[config.mk]
export PLATFORM = sky130hd
export DESIGN_NAME = opfetch_unit
export DESIGN_NICKNAME = d
export VERILOG_FILES = /design/src/rtl/opf_pkg.sv /design/src/rtl/opf_regfile.sv /design/src/rtl/opf_ea_calc.sv /design/src/rtl/opf_seq.sv /design/src/rtl/opfetch_unit.sv
export SDC_FILE = /design/constraint.sdc
export NUM_CORES = 1
export LEC_CHECK = 0
export BUFFER_PORTS_ARGS = -buffer_cell sky130_fd_sc_hd__buf_2
export CAP_MARGIN = 20
export CORE_ASPECT_RATIO = 1.5
export CORE_MARGIN = 2
export CORE_UTILIZATION = 30
export DETAILED_ROUTE_END_ITERATION = 12
export GPL_TIMING_DRIVEN = 0
export HOLD_SLACK_MARGIN = 0.15
export MAX_ROUTING_LAYER = met4
export SYNTH_ARGS = -nofsm -noshare
export SYNTH_HDL_FRONTEND = slang
export SYNTH_HIERARCHICAL = 1
export SYNTH_SLANG_ARGS = --single-unit
[constraint.sdc]
create_clock -name clk -period 7.44 [get_ports clk]
set_input_delay 1.116 -clock clk [delete_from_list [all_inputs] [get_ports clk]]
set_output_delay 1.116 -clock clk [all_outputs]
set_load 0.01 [all_outputs]
[src/rtl/opf_pkg.sv]
// Shared types and helpers for the operand fetch unit.
// Assumes a three-bit mode tag; code 7 is reserved and rejected.
package opf_pkg;

    typedef enum logic [2:0] {
        AM_IMM   = 3'd0,
        AM_REG   = 3'd1,
        AM_DIR   = 3'd2,
        AM_RIND  = 3'd3,
        AM_MIND  = 3'd4,
        AM_IDX   = 3'd5,
        AM_PCREL = 3'd6,
        AM_RSVD  = 3'd7
    } amode_t;

    typedef enum logic [1:0] {
        ST_IDLE  = 2'd0,
        ST_PTR   = 2'd1,
        ST_FINAL = 2'd2,
        ST_DONE  = 2'd3
    } fstate_t;

    localparam int unsigned ACC_W = 2;

    // Operand already inside the unit: no trip to memory.
    function automatic logic mode_no_mem(amode_t m);
        return (m == AM_IMM) || (m == AM_REG);
    endfunction

    // Rejected combinations.
    function automatic logic mode_bad(amode_t m, logic is_store);
        return (m == AM_RSVD) || (is_store && mode_no_mem(m));
    endfunction

endpackage

[src/rtl/opf_regfile.sv]
// Register file: NREG entries of W bits, two combinational read ports,
// one synchronous write port. Assumes NREG is a power of two.
module opf_regfile #(
    parameter int unsigned W    = 16,
    parameter int unsigned NREG = 8,
    localparam int unsigned IW  = $clog2(NREG)
) (
    input  logic          clk,
    input  logic          rst_n,
    input  logic [IW-1:0] ra_addr,
    output logic [W-1:0]  ra_data,
    input  logic [IW-1:0] rb_addr,
    output logic [W-1:0]  rb_data,
    input  logic          wr_en,
    input  logic [IW-1:0] wr_addr,
    input  logic [W-1:0]  wr_data
);

    logic [W-1:0] regs [NREG];

    for (genvar g = 0; g < NREG; g++) begin : g_ent
        // Per-entry storage with clear on reset.
        always_ff @(posedge clk) begin
            if (!rst_n)
                regs[g] <= '0;
            else if (wr_en && (wr_addr == IW'(g)))
                regs[g] <= wr_data;
        end
    end

    // Read ports.
    always_comb begin
        ra_data = regs[ra_addr];
        rb_data = regs[rb_addr];
    end

endmodule

[src/rtl/opf_ea_calc.sv]
// Effective-address arithmetic for every mode that reaches memory.
// All sums wrap modulo 2^W. The memory-indirect result is the pointer
// fetched earlier; for non-memory modes the output is unused.
module opf_ea_calc
    import opf_pkg::*;
#(
    parameter int unsigned W = 16
) (
    input  amode_t       mode,
    input  logic [W-1:0] a,
    input  logic [W-1:0] base_val,
    input  logic [W-1:0] pc,
    input  logic [W-1:0] ptr,
    output logic [W-1:0] ea
);

    // Mode-selected address; one adder shared by indexed and PC-relative.
    logic [W-1:0] addend;

    always_comb begin
        addend = (mode == AM_PCREL) ? pc : base_val;
        unique case (mode)
            AM_DIR:            ea = a;
            AM_RIND:           ea = base_val;
            AM_MIND:           ea = ptr;
            AM_IDX, AM_PCREL:  ea = a + addend;
            default:           ea = a;
        endcase
    end

endmodule

[src/rtl/opf_seq.sv]
// Sequencer: accepts an instruction when idle, runs up to two memory
// trips holding each request until ready, then pulses done for one cycle.
// Assumes read data is valid in the cycle ready is high.
module opf_seq
    import opf_pkg::*;
#(
    parameter int unsigned W   = 16,
    parameter int unsigned NREG = 8,
    localparam int unsigned IW = $clog2(NREG)
) (
    input  logic             clk,
    input  logic             rst_n,
    input  logic             start,
    input  logic             op_store,
    input  logic [2:0]       mode,
    input  logic [IW-1:0]    data_idx,
    input  logic [IW-1:0]    base_idx,
    input  logic [W-1:0]     opnd_a,
    input  logic [W-1:0]     pc,
    input  logic [W-1:0]     base_val,
    input  logic [W-1:0]     data_val,
    input  logic [W-1:0]     ea,
    output logic [IW-1:0]    base_addr,
    output logic [IW-1:0]    data_addr,
    output logic             wr_en,
    output amode_t           mode_q,
    output logic [W-1:0]     a_q,
    output logic [W-1:0]     pc_q,
    output logic [W-1:0]     ptr_q,
    output logic [W-1:0]     res_q,
    output logic             mem_req,
    output logic             mem_we,
    output logic [W-1:0]     mem_addr,
    output logic [W-1:0]     mem_wdata,
    input  logic             mem_ready,
    input  logic [W-1:0]     mem_rdata,
    output logic             busy,
    output logic             done,
    output logic             illegal,
    output logic [ACC_W-1:0] acc_count
);

    fstate_t          st_q;
    logic             store_q;
    logic             ill_q;
    logic [IW-1:0]    d_q;
    logic [IW-1:0]    b_q;
    logic [ACC_W-1:0] cnt_q;
    amode_t           mode_in;
    logic             bad_in;

    // Decode of the incoming tag.
    always_comb begin
        mode_in = amode_t'(mode);
        bad_in  = mode_bad(mode_in, op_store);
    end

    // State, latched fields, pointer, result and access count.
    always_ff @(posedge clk) begin
        if (!rst_n) begin
            st_q    <= ST_IDLE;
            store_q <= 1'b0;
            ill_q   <= 1'b0;
            d_q     <= '0;
            b_q     <= '0;
            mode_q  <= AM_IMM;
            a_q     <= '0;
            pc_q    <= '0;
            ptr_q   <= '0;
            res_q   <= '0;
            cnt_q   <= '0;
        end else begin
            unique case (st_q)
                ST_IDLE: if (start) begin
                    store_q <= op_store;
                    ill_q   <= bad_in;
                    d_q     <= data_idx;
                    b_q     <= base_idx;
                    mode_q  <= mode_in;
                    a_q     <= opnd_a;
                    pc_q    <= pc;
                    cnt_q   <= '0;
                    res_q   <= (mode_in == AM_REG) ? base_val : opnd_a;
                    if (bad_in || mode_no_mem(mode_in))
                        st_q <= ST_DONE;
                    else if (mode_in == AM_MIND)
                        st_q <= ST_PTR;
                    else
                        st_q <= ST_FINAL;
                end
                ST_PTR: if (mem_ready) begin
                    ptr_q <= mem_rdata;
                    cnt_q <= cnt_q + 1'b1;
                    st_q  <= ST_FINAL;
                end
                ST_FINAL: if (mem_ready) begin
                    res_q <= store_q ? data_val : mem_rdata;
                    cnt_q <= cnt_q + 1'b1;
                    st_q  <= ST_DONE;
                end
                ST_DONE: st_q <= ST_IDLE;
                default: st_q <= ST_IDLE;
            endcase
        end
    end

    // Register-file addressing and load write-back at done.
    always_comb begin
        base_addr = (st_q == ST_IDLE) ? base_idx : b_q;
        data_addr = d_q;
        wr_en     = (st_q == ST_DONE) && !store_q && !ill_q;
    end

    // Memory port and completion outputs.
    always_comb begin
        mem_req   = (st_q == ST_PTR) || (st_q == ST_FINAL);
        mem_we    = (st_q == ST_FINAL) && store_q;
        mem_addr  = (st_q == ST_PTR) ? a_q : ea;
        mem_wdata = mem_we ? data_val : '0;
        busy      = (st_q != ST_IDLE);
        done      = (st_q == ST_DONE);
        illegal   = done && ill_q;
        acc_count = cnt_q;
    end

endmodule

[src/rtl/opfetch_unit.sv]
// Top of the operand fetch unit: register file, address arithmetic and
// sequencer. Loads write R[data_idx] in the done cycle; stores read it.
module opfetch_unit
    import opf_pkg::*;
#(
    parameter int unsigned W    = 16,
    parameter int unsigned NREG = 8,
    localparam int unsigned IW  = $clog2(NREG)
) (
    input  logic             clk,
    input  logic             rst_n,
    input  logic             start,
    input  logic             op_store,
    input  logic [2:0]       mode,
    input  logic [IW-1:0]    data_idx,
    input  logic [IW-1:0]    base_idx,
    input  logic [W-1:0]     opnd_a,
    input  logic [W-1:0]     pc,
    output logic             mem_req,
    output logic             mem_we,
    output logic [W-1:0]     mem_addr,
    output logic [W-1:0]     mem_wdata,
    input  logic             mem_ready,
    input  logic [W-1:0]     mem_rdata,
    output logic             busy,
    output logic             done,
    output logic             illegal,
    output logic [W-1:0]     operand,
    output logic [ACC_W-1:0] acc_count
);

    logic [IW-1:0] base_addr, data_addr;
    logic [W-1:0]  base_val, data_val, ea;
    logic          wr_en;
    amode_t        mode_q;
    logic [W-1:0]  a_q, pc_q, ptr_q, res_q;

    opf_regfile #(.W(W), .NREG(NREG)) u_rf (
        .clk     (clk),
        .rst_n   (rst_n),
        .ra_addr (base_addr),
        .ra_data (base_val),
        .rb_addr (data_addr),
        .rb_data (data_val),
        .wr_en   (wr_en),
        .wr_addr (data_addr),
        .wr_data (res_q)
    );

    opf_ea_calc #(.W(W)) u_ea (
        .mode     (mode_q),
        .a        (a_q),
        .base_val (base_val),
        .pc       (pc_q),
        .ptr      (ptr_q),
        .ea       (ea)
    );

    opf_seq #(.W(W), .NREG(NREG)) u_seq (
        .clk       (clk),
        .rst_n     (rst_n),
        .start     (start),
        .op_store  (op_store),
        .mode      (mode),
        .data_idx  (data_idx),
        .base_idx  (base_idx),
        .opnd_a    (opnd_a),
        .pc        (pc),
        .base_val  (base_val),
        .data_val  (data_val),
        .ea        (ea),
        .base_addr (base_addr),
        .data_addr (data_addr),
        .wr_en     (wr_en),
        .mode_q    (mode_q),
        .a_q       (a_q),
        .pc_q      (pc_q),
        .ptr_q     (ptr_q),
        .res_q     (res_q),
        .mem_req   (mem_req),
        .mem_we    (mem_we),
        .mem_addr  (mem_addr),
        .mem_wdata (mem_wdata),
        .mem_ready (mem_ready),
        .mem_rdata (mem_rdata),
        .busy      (busy),
        .done      (done),
        .illegal   (illegal),
        .acc_count (acc_count)
    );

    // Operand reported with done.
    always_comb operand = res_q;

endmodule

==> results by group, run 1 <==
Setup path
  • Reg2Reg Depth: 8
  • Arr. time, crit path: 6.08 ns
  • Reg-to-Reg End: u_rf/regs[2][0]
  • CP max FO: 10
  • Crit start category: flip-flop
  • CP peak stage delay: 0.64 ns
  • Worst path cell trace: inv_1 -> ha_1 -> buf_4 -> mux2_1 -> buf_1 -> mux4_2 -> mux2_2 -> mux2_2 -> ha_1 -> fa_1 -> nand3_1 -> a21oi_1 -> o41ai_1 -> mux2_2 -> or3_1 -> mux2_1 -> buf_2
  • FF-to-FF Start: u_seq/store_q
  • Critical path's slowest cell: o41ai_1
  • Worst R2R Setup Slack: 3.73 ns
  • Worst path most repeated cell: mux2_2
  • Crit Path Class: reg -> out
  • CP Capture Type: output port
  • CP Data Required Time: 6.32 ns

Placed design
  • Placer congestion estimate: 0.947
  • Count of input and output buffers: 116
  • Placed cells: 1822
  • Placed cell areas: 14000 sq um
  • HPWL Detailed: 35.7 mm

Routing
  • Avg WL per Cell: 24.4 um
  • DR iter-0 viols: 762
  • Routed wire length: 45.3 mm
  • DRC Markers: 0
  • Post-DR vias/cell: 5.59
  • Final ANT Viol Nets: 0
  • Vias: 10400
  • First-pass DRT Iterations: 5

Synth
  • Mapped Area: 12500 sq um
  • Yosys cell types: 67
  • Gate Count Post-Synth: 1140
  • Sequential area share after synthesis: 43.3%
  • Post-synth top area share: 30.7%
  • Mean Syn Cell Area: 11.0 sq um
  • Synth cell count leaders: nand2_1 (158), nor3_1 (136), edfxtp_1 (128)
  • Mapped Nets: 1226
  • Most frequent cell after synthesis: nand2_1
  • Synth area leaders: edfxtp_1 (31%), dfxtp_1 (13%), mux4_1 (12%)
  • Flops & latches, synth: 207
  • Cell taking the most area after synthesis: edfxtp_1
  • Number of synthesized flops with an enable pin: 128
  • Synth Flop Type: edfxtp_1
  • Synth warn: 6
  • Asr flop ratio synth: 0%

Floorplan
  • Starting Density: 30.4%
  • CORE AREA: 41200 sq um
  • Die width: 171 um
  • Total I/O pin count: 117
  • Die ar.: 43400 sq um
  • # rows: 91
  • Chip height: 254 um

Timing
  • Fmax: 0.139 GHz
  • Setup TNS: 0 ns
  • Slew Limit Fails: 0
  • Setup violators final: 0
  • Tmin final: 7.19 ns
  • Hold slack: 0.456 ns
  • Final period util: 96.7%
  • Slew @ Worst Pin: 0.936 ns
  • Final Hold Fails: 0
  • Worst slew margin: 37.6%
  • Clk_skew: 0.0129 ns
  • RSZ-0062 raised after global routing: false

CTS
  • Max Buffers Root-to-Sink: 3
  • CTS Sinks: 207
  • Cts hold-fix bufs: 0
  • Clock Latency Late Sink: 0.51 ns
  • Resize count post-CTS: 0
  • # H-tree levels: 1
  • CTS clk-pin slew, worst paths: 0.07 ns
  • Root Driver: clkbuf_16
  • Cts bufs inserted: 20
  • CTS tree: built
  • Setup repair bufs after CTS: 0

Global routing
  • Pin count of the biggest net entering global routing: 17
  • GRT overflow: 0
  • Number of global-route vias before repair: 10800
  • All-Layer GR Usage: 21.3%
  • Initial antenna violation count: 0
  • First-pass GRT wire length: 65.6 mm

Cells and area
  • Final Cell Area: 14700 sq um
  • Antenna cells: 0
  • Share of post-route cells with drive strength above 1: 22.6%
  • Final core area utilization: 35.6%
  • Nets: 1372
  • Area Growth Syn to Fin: 17.0%
  • Final cell count without fillers: 1858

Pwr
  • Peak supply drop: 0.160 mV
  • Leakage Power: 5.41 nW
  • P per Cell Area: 329 nW/um^2

Hold path
  • Hold EP: u_seq/pc_q[13]
  • Min-delay worst type: reg -> reg
  • Hold depth: 2
  • HP Start: u_seq/pc_q[13]

Run status
  • Status: completed

Job
  • Max-cap viol count: 0
==> worst max-delay path by stage <==
stage               cells past startpoint            to     startpoint
finish                                 17  mem_addr[10]  u_seq/st_q[0]
floorplan                              14  mem_addr[10]    base_idx[0]
detailed placement                     15  mem_addr[10]    base_idx[2]
global placement                       15  mem_addr[10]    base_idx[2]
CTS                                    17  mem_addr[10]  u_seq/st_q[0]
global route                           17  mem_addr[10]  u_seq/st_q[0]
==> state kept, by name (all words and copies together), names as in the netlist <==
signal           flops
u_seq/data_addr      3
u_seq/pc_q          16
u_rf/regs          128
u_seq/st_q           2
u_seq/acc_count      2
u_seq/ill_q          1
u_seq/b_q            3
u_seq/res_q         16
u_seq/mode_q         3
u_seq/ptr_q         16
u_seq/a_q           16
u_seq/store_q        1
==> stage by stage <==
step,power [mW],setup WS (ns)
3_5_place_dp,3.72,0.562
6_report,4.82,0.249
4_1_cts,4.80,0.303
5_1_grt,5.02,0.105
3_3_place_gp,3.70,0.552
2_1_floorplan,2.95,1.48
==> cells in the final DEF (no fill, tap or decap), types with 6 or more instances in the layout <==
| master | n |
|---|---|
| nand2_1 | 158 |
| buf_2 | 128 |
| o221ai_1 | 10 |
| xor2_1 | 7 |
| buf_6 | 12 |
| buf_8 | 8 |
| nor3_1 | 136 |
| inv_1 | 9 |
| o21ai_0 | 14 |
| mux2i_1 | 29 |
| nor2b_1 | 6 |
| nor2_1 | 22 |
| clkbuf_16 | 24 |
| clkinv_1 | 18 |
| nand2b_1 | 7 |
| mux2_1 | 19 |
| buf_1 | 12 |
| a22oi_1 | 11 |
| nand3_1 | 8 |
| dfxtp_1 | 79 |
| nand4_1 | 19 |
| and2_1 | 8 |
| a211oi_1 | 6 |
| edfxtp_1 | 128 |
| ha_1 | 23 |
| mux4_2 | 8 |
| mux4_1 | 56 |
| and3_1 | 22 |
| o221ai_2 | 10 |
| a21oi_1 | 84 |
| mux2_2 | 67 |
| o21ai_2 | 8 |
| clkbuf_1 | 61 |
==> final cells by class <==
| class | instances | area [sq um] |
|---|---|---|
| Inverter | 27 | 101 |
| Tap cell | 558 | 698 |
| Timing Repair Buffer | 124 | 701 |
| Multi-Input combinational cell | 805 | 6530 |
| Fill cell | 4179 | 26600 |
| Buffer | 101 | 500 |
| Clock inverter | 12 | 103 |
| Clock buffer | 24 | 601 |
| Sequential cell | 207 | 5430 |
==> per-layer routing <==
layer / wire length, um / part of all wire [%] / GRT usage [%] / vias up
li1: - / - / - / 4659
met1: 15000 / 33 / 20.4 / 5024
met2: 24400 / 54 / 39.5 / 509
met3: 2440 / 5.4 / 2.39 / 193
met4: 3430 / 7.6 / 14.9 / 0
met5: 0 / 0 / - / -
==> where the power goes <==
part	total, mW	switching, mW	internal [mW]
combinational	2.25	1.38	0.862
clock	1.08	0.466	0.618
sequential	1.49	0.144	1.35
total	4.82	1.99	2.83
==> cells by family (layout without fill, tap and decap cells) <==
| family | Yosys count | count (layout) | share of synthesized area, % |
|---|---|---|---|
| buf+inv | 128 | 288 | 4.80 |
| simple gates | 406 | 406 | 15.5 |
| mux | 179 | 179 | 23.2 |
| compound gates | 184 | 184 | 9.85 |
| fa+ha+maj | 24 | 24 | 2.46 |
| xor+xnor | 12 | 12 | 0.899 |
| flops | 207 | 207 | 43.3 |
==> critical path, delay by kind of cell, from the launching register on <==
kind,cells,cell delay (ns)
fa+ha+maj,3,0.85
simple gates,2,0.51
compound gates,2,0.77
mux,6,2.06
flops,1,0.40
buf+inv,4,0.96
Power figures use the tool's default switching activity.
==> inputs of run 2 (changes only) <==
--- a/config.mk
+++ b/config.mk
@@ -16,5 +16,4 @@
 export MAX_ROUTING_LAYER = met4
 export SYNTH_ARGS = -nofsm -noshare
 export SYNTH_HDL_FRONTEND = slang
-export SYNTH_HIERARCHICAL = 1
 export SYNTH_SLANG_ARGS = --single-unit
==> results by group, run 2 <==
Run status
  • Status: completed (unchanged)

CTS
  • # H-tree levels: 1 (unchanged)
  • Setup repair bufs after CTS: 0 (unchanged)
  • Cts hold-fix bufs: 0 (unchanged)
  • Clock Latency Late Sink: 0.53 ns (was 0.51 ns)
  • Cts bufs inserted: 23 (was 20)
  • Root Driver: clkbuf_16 (unchanged)
  • CTS clk-pin slew, worst paths: 0.06 ns (was 0.07 ns)
  • CTS Sinks: 210 (was 207)
  • Max Buffers Root-to-Sink: 3 (unchanged)
  • Resize count post-CTS: 0 (unchanged)
  • CTS tree: built (unchanged)

Synth
  • Synth area leaders: edfxtp_1 (30%), dfxtp_1 (13%), and2_1 (6.8%) (was edfxtp_1 (31%), dfxtp_1 (13%), mux4_1 (12%))
  • Mux cell area share after synthesis: 9.32% (was 23.2%)
  • Yosys cell types: 66 (was 67)
  • Synth cell count leaders: nand2_1 (163), and2_1 (138), edfxtp_1 (128) (was nand2_1 (158), nor3_1 (136), edfxtp_1 (128))
  • Post-synth top area share: 30.1% (was 30.7%)
  • Mapped Nets: 1403 (was 1226)
  • Number of synthesized flops with an enable pin: 128 (unchanged)
  • Mean Syn Cell Area: 9.68 sq um (was 11.0 sq um)
  • Simple-gate share of the synthesized area: 15.8% (was 15.5%)
  • Cell taking the most area after synthesis: edfxtp_1 (unchanged)
  • Asr flop ratio synth: 0% (unchanged)
  • Synth Flop Type: edfxtp_1 (unchanged)
  • Synth warn: 0 (was 6)
  • Gate Count Post-Synth: 1318 (was 1140)
  • Synth Area in Compound Gates: 23.2% (was 9.85%)
  • Most frequent cell after synthesis: nand2_1 (unchanged)
  • Combinational family with the most area after synthesis: compound AO/OA/AOI/OAI gates (was multiplexers)
  • Flops & latches, synth: 210 (was 207)
  • Sequential area share after synthesis: 43.0% (was 43.3%)
  • Xor/xnor share of the synthesized area: 1.03% (was 0.899%)
  • Adder-Cell Fraction of Synth Area: 2.31% (was 2.46%)
  • Mapped Area: 12800 sq um (was 12500 sq um)

Timing
  • Fmax: 0.145 GHz (was 0.139 GHz)
  • Setup violators final: 0 (unchanged)
  • Final period util: 93.0% (was 96.7%)
  • Worst setup margin: 0.524 ns (was 0.249 ns)
  • RSZ-0062 raised after global routing: false (unchanged)
  • Setup TNS: 0 ns (unchanged)
  • Slew @ Worst Pin: 0.971 ns (was 0.936 ns)
  • Worst slew margin: 35.1% (was 37.6%)
  • Final Hold Fails: 0 (unchanged)
  • Slew Limit Fails: 0 (unchanged)
  • Clk_skew: 0.0160 ns (was 0.0129 ns)
  • Tmin final: 6.92 ns (was 7.19 ns)

Setup path
  • CP max FO: 10 (unchanged)
  • Worst path cell trace: inv_1 -> ha_1 -> buf_6 -> mux2i_1 -> buf_4 -> buf_4 -> a21oi_1 -> o21ai_1 -> o21ai_1 -> a21oi_1 -> ha_1 -> inv_1 -> fa_1 -> o21ai_0 -> a211oi_1 -> o31ai_1 -> xor2_1 -> a222oi_1 -> a21oi_1 -> buf_2 (was inv_1 -> ha_1 -> buf_4 -> mux2_1 -> buf_1 -> mux4_2 -> mux2_2 -> mux2_2 -> ha_1 -> fa_1 -> nand3_1 -> a21oi_1 -> o41ai_1 -> mux2_2 -> or3_1 -> mux2_1 -> buf_2)
  • CP Data Required Time: 6.32 ns (about the same)
  • Arr. time, crit path: 5.80 ns (was 6.08 ns)
  • Worst R2R Setup Slack: 4.34 ns (was 3.73 ns)
  • CP peak stage delay: 0.58 ns (was 0.64 ns)
  • Reg-to-Reg End: u_seq.res_q[3] (was u_rf/regs[2][0])
  • Crit start category: flip-flop (unchanged)
  • FF-to-FF Start: u_seq.st_q[0] (was u_seq/store_q)
  • Worst path most repeated cell: a21oi_1 (was mux2_2)
  • CP Capture Type: output port (unchanged)
  • Reg2Reg Depth: 10 (was 8)
  • Crit Path Class: reg -> out (unchanged)
  • Critical path's slowest cell: o21ai_0 (was o41ai_1)

Floorplan
  • Starting Density: 30.4% (about the same)
  • CORE AREA: 42000 sq um (was 41200 sq um)
  • # rows: 92 (was 91)
  • Total I/O pin count: 117 (unchanged)
  • Die width: 172 um (was 171 um)
  • Chip height: 257 um (was 254 um)
  • Die ar.: 44200 sq um (was 43400 sq um)

Cells and area
  • Nets: 1551 (was 1372)
  • Max reg flops: 128 (unchanged)
  • Most frequent cells in the layout: nand2_1 (163), buf_2 (147), and2_1 (138), edfxtp_1 (128), a21oi_1 (83) (was nand2_1 (158), nor3_1 (136), buf_2 (128), edfxtp_1 (128), a21oi_1 (84))
  • Area Growth Syn to Fin: 16.8% (was 17.0%)
  • Share of post-route cells with drive strength above 1: 18.2% (was 22.6%)
  • Commonest non-fill, non-tap cell in the layout: nand2_1 (unchanged)
  • Top reg by flops: u_rf.regs (was u_rf/regs)

Routing
  • Metal1 wirelength: 17.7 mm (was 15.0 mm)
  • DR iter-0 viols: 1157 (was 762)
  • WL met2: 25.8 mm (was 24.4 mm)
  • First-pass DRT Iterations: 6 (was 5)
  • Top routing layer used: met4 (unchanged)
  • Final ANT Viol Nets: 0 (unchanged)
  • DRC Markers: 0 (unchanged)
  • Routed wire length: 49.9 mm (was 45.3 mm)
  • Metal3 WL: 2.75 mm (was 2.44 mm)
  • Avg WL per Cell: 24.4 um (about the same)
  • Post-DR vias/cell: 5.55 (was 5.59)
  • Vias: 11400 (was 10400)

Pwr
  • Peak supply drop: 0.182 mV (was 0.160 mV)
  • Leakage Power: 5.62 nW (was 5.41 nW)
  • P per Cell Area: 374 nW/um^2 (was 329 nW/um^2)

Hold path
  • Hold depth: 2 (unchanged)
  • HP Start: u_seq.pc_q[11] (was u_seq/pc_q[13])
  • Hold EP: u_seq.pc_q[11] (was u_seq/pc_q[13])
  • Min-delay worst type: reg -> reg (unchanged)

Global routing
  • Initial antenna violation count: 1 (was 0)
  • First-pass GRT wire length: 72.6 mm (was 65.6 mm)
  • Number of global-route vias before repair: 11400 (was 10800)
  • GRT overflow: 0 (unchanged)
  • All-Layer GR Usage: 22.9% (was 21.3%)
  • Pin count of the biggest net entering global routing: 17 (unchanged)

Placed design
  • Count of input and output buffers: 115 (was 116)
  • Placer congestion estimate: 0.981 (was 0.947)
  • HPWL Detailed: 39.6 mm (was 35.7 mm)
  • Pre-CTS setup slack: 0.743 ns (was 0.562 ns)

Job
  • Max-cap viol count: 0 (unchanged)
[run 2: worst max-delay path, delay by kind of cell, from the launching register on]
family | cells | cell delay, ns
DFF | 1 | 0.40
adders and majority gates | 3 | 0.81
xor gates and xnor gates | 1 | 0.11
buffers and inverters | 6 | 1.09
muxes | 1 | 0.48
AOI/OAI and AO/OA | 9 | 2.36
[run 2: layout make-up]
cell class | instances | area (sq um)
Clock inverter | 10 | 71.3
Clock buffer | 31 | 639
Buffer | 105 | 528
Timing Repair Buffer | 123 | 696
Inverter | 41 | 154
Antenna cell | 1 | 2.50
Multi-Input combinational cell | 962 | 6630
Fill cell | 4222 | 27100
Sequential cell | 210 | 5490
Tap cell | 564 | 706
[run 2: how the worst max path moves through the flow]
stage	start	end	slack, ns	cells past startpoint
floorplan	base_idx[0]	mem_addr[14]	2.15	17
detailed placement	base_idx[0]	mem_addr[14]	0.74	19
finish	u_seq.st_q[0]	mem_addr[14]	0.52	20
global route	u_seq.st_q[0]	mem_addr[14]	0.30	20
global placement	base_idx[0]	mem_addr[14]	0.77	19
CTS	u_seq.st_q[0]	mem_addr[14]	0.67	20
[run 2: kinds of logic after synthesis]
kind of cell	Yosys count
flops	210
buf+inv	146
xor+xnor	15
mux	76
compound gates	431
simple gates	417
fa+ha+maj	23
[run 2: metrics by stage]
| step | hold slack (ns) | power, mW | area (sq um) | util [%] | cells |
|---|---|---|---|---|---|
| 6_report | 0.465 | 5.57 | 14900 | 35.5 | 2047 |
| 5_1_grt | 0.486 | 5.85 | 14900 | 35.5 | 2047 |
| 4_1_cts | 0.470 | 5.54 | 14900 | 35.5 | 2046 |
| 3_5_place_dp | 0.461 | 4.43 | 14200 | 33.8 | 2005 |
| 3_3_place_gp | 0.453 | 4.39 | 14000 | 33.4 | 1997 |
| 2_1_floorplan | 0.441 | 3.39 | 12800 | - | 1318 |
[run 2: power by group]
part,switching (mW),internal (mW),total (mW)
logic,1.82,1.04,2.86
registers,0.222,1.38,1.60
clock network,0.500,0.610,1.11
total,2.55,3.02,5.57
[run 2: routing by layer]
metal,track usage [%],vias to the layer above
met5,-,-
met4,14.5,0
met1,23.7,5510
met3,2.78,175
li1,-,5162
met2,40.5,516
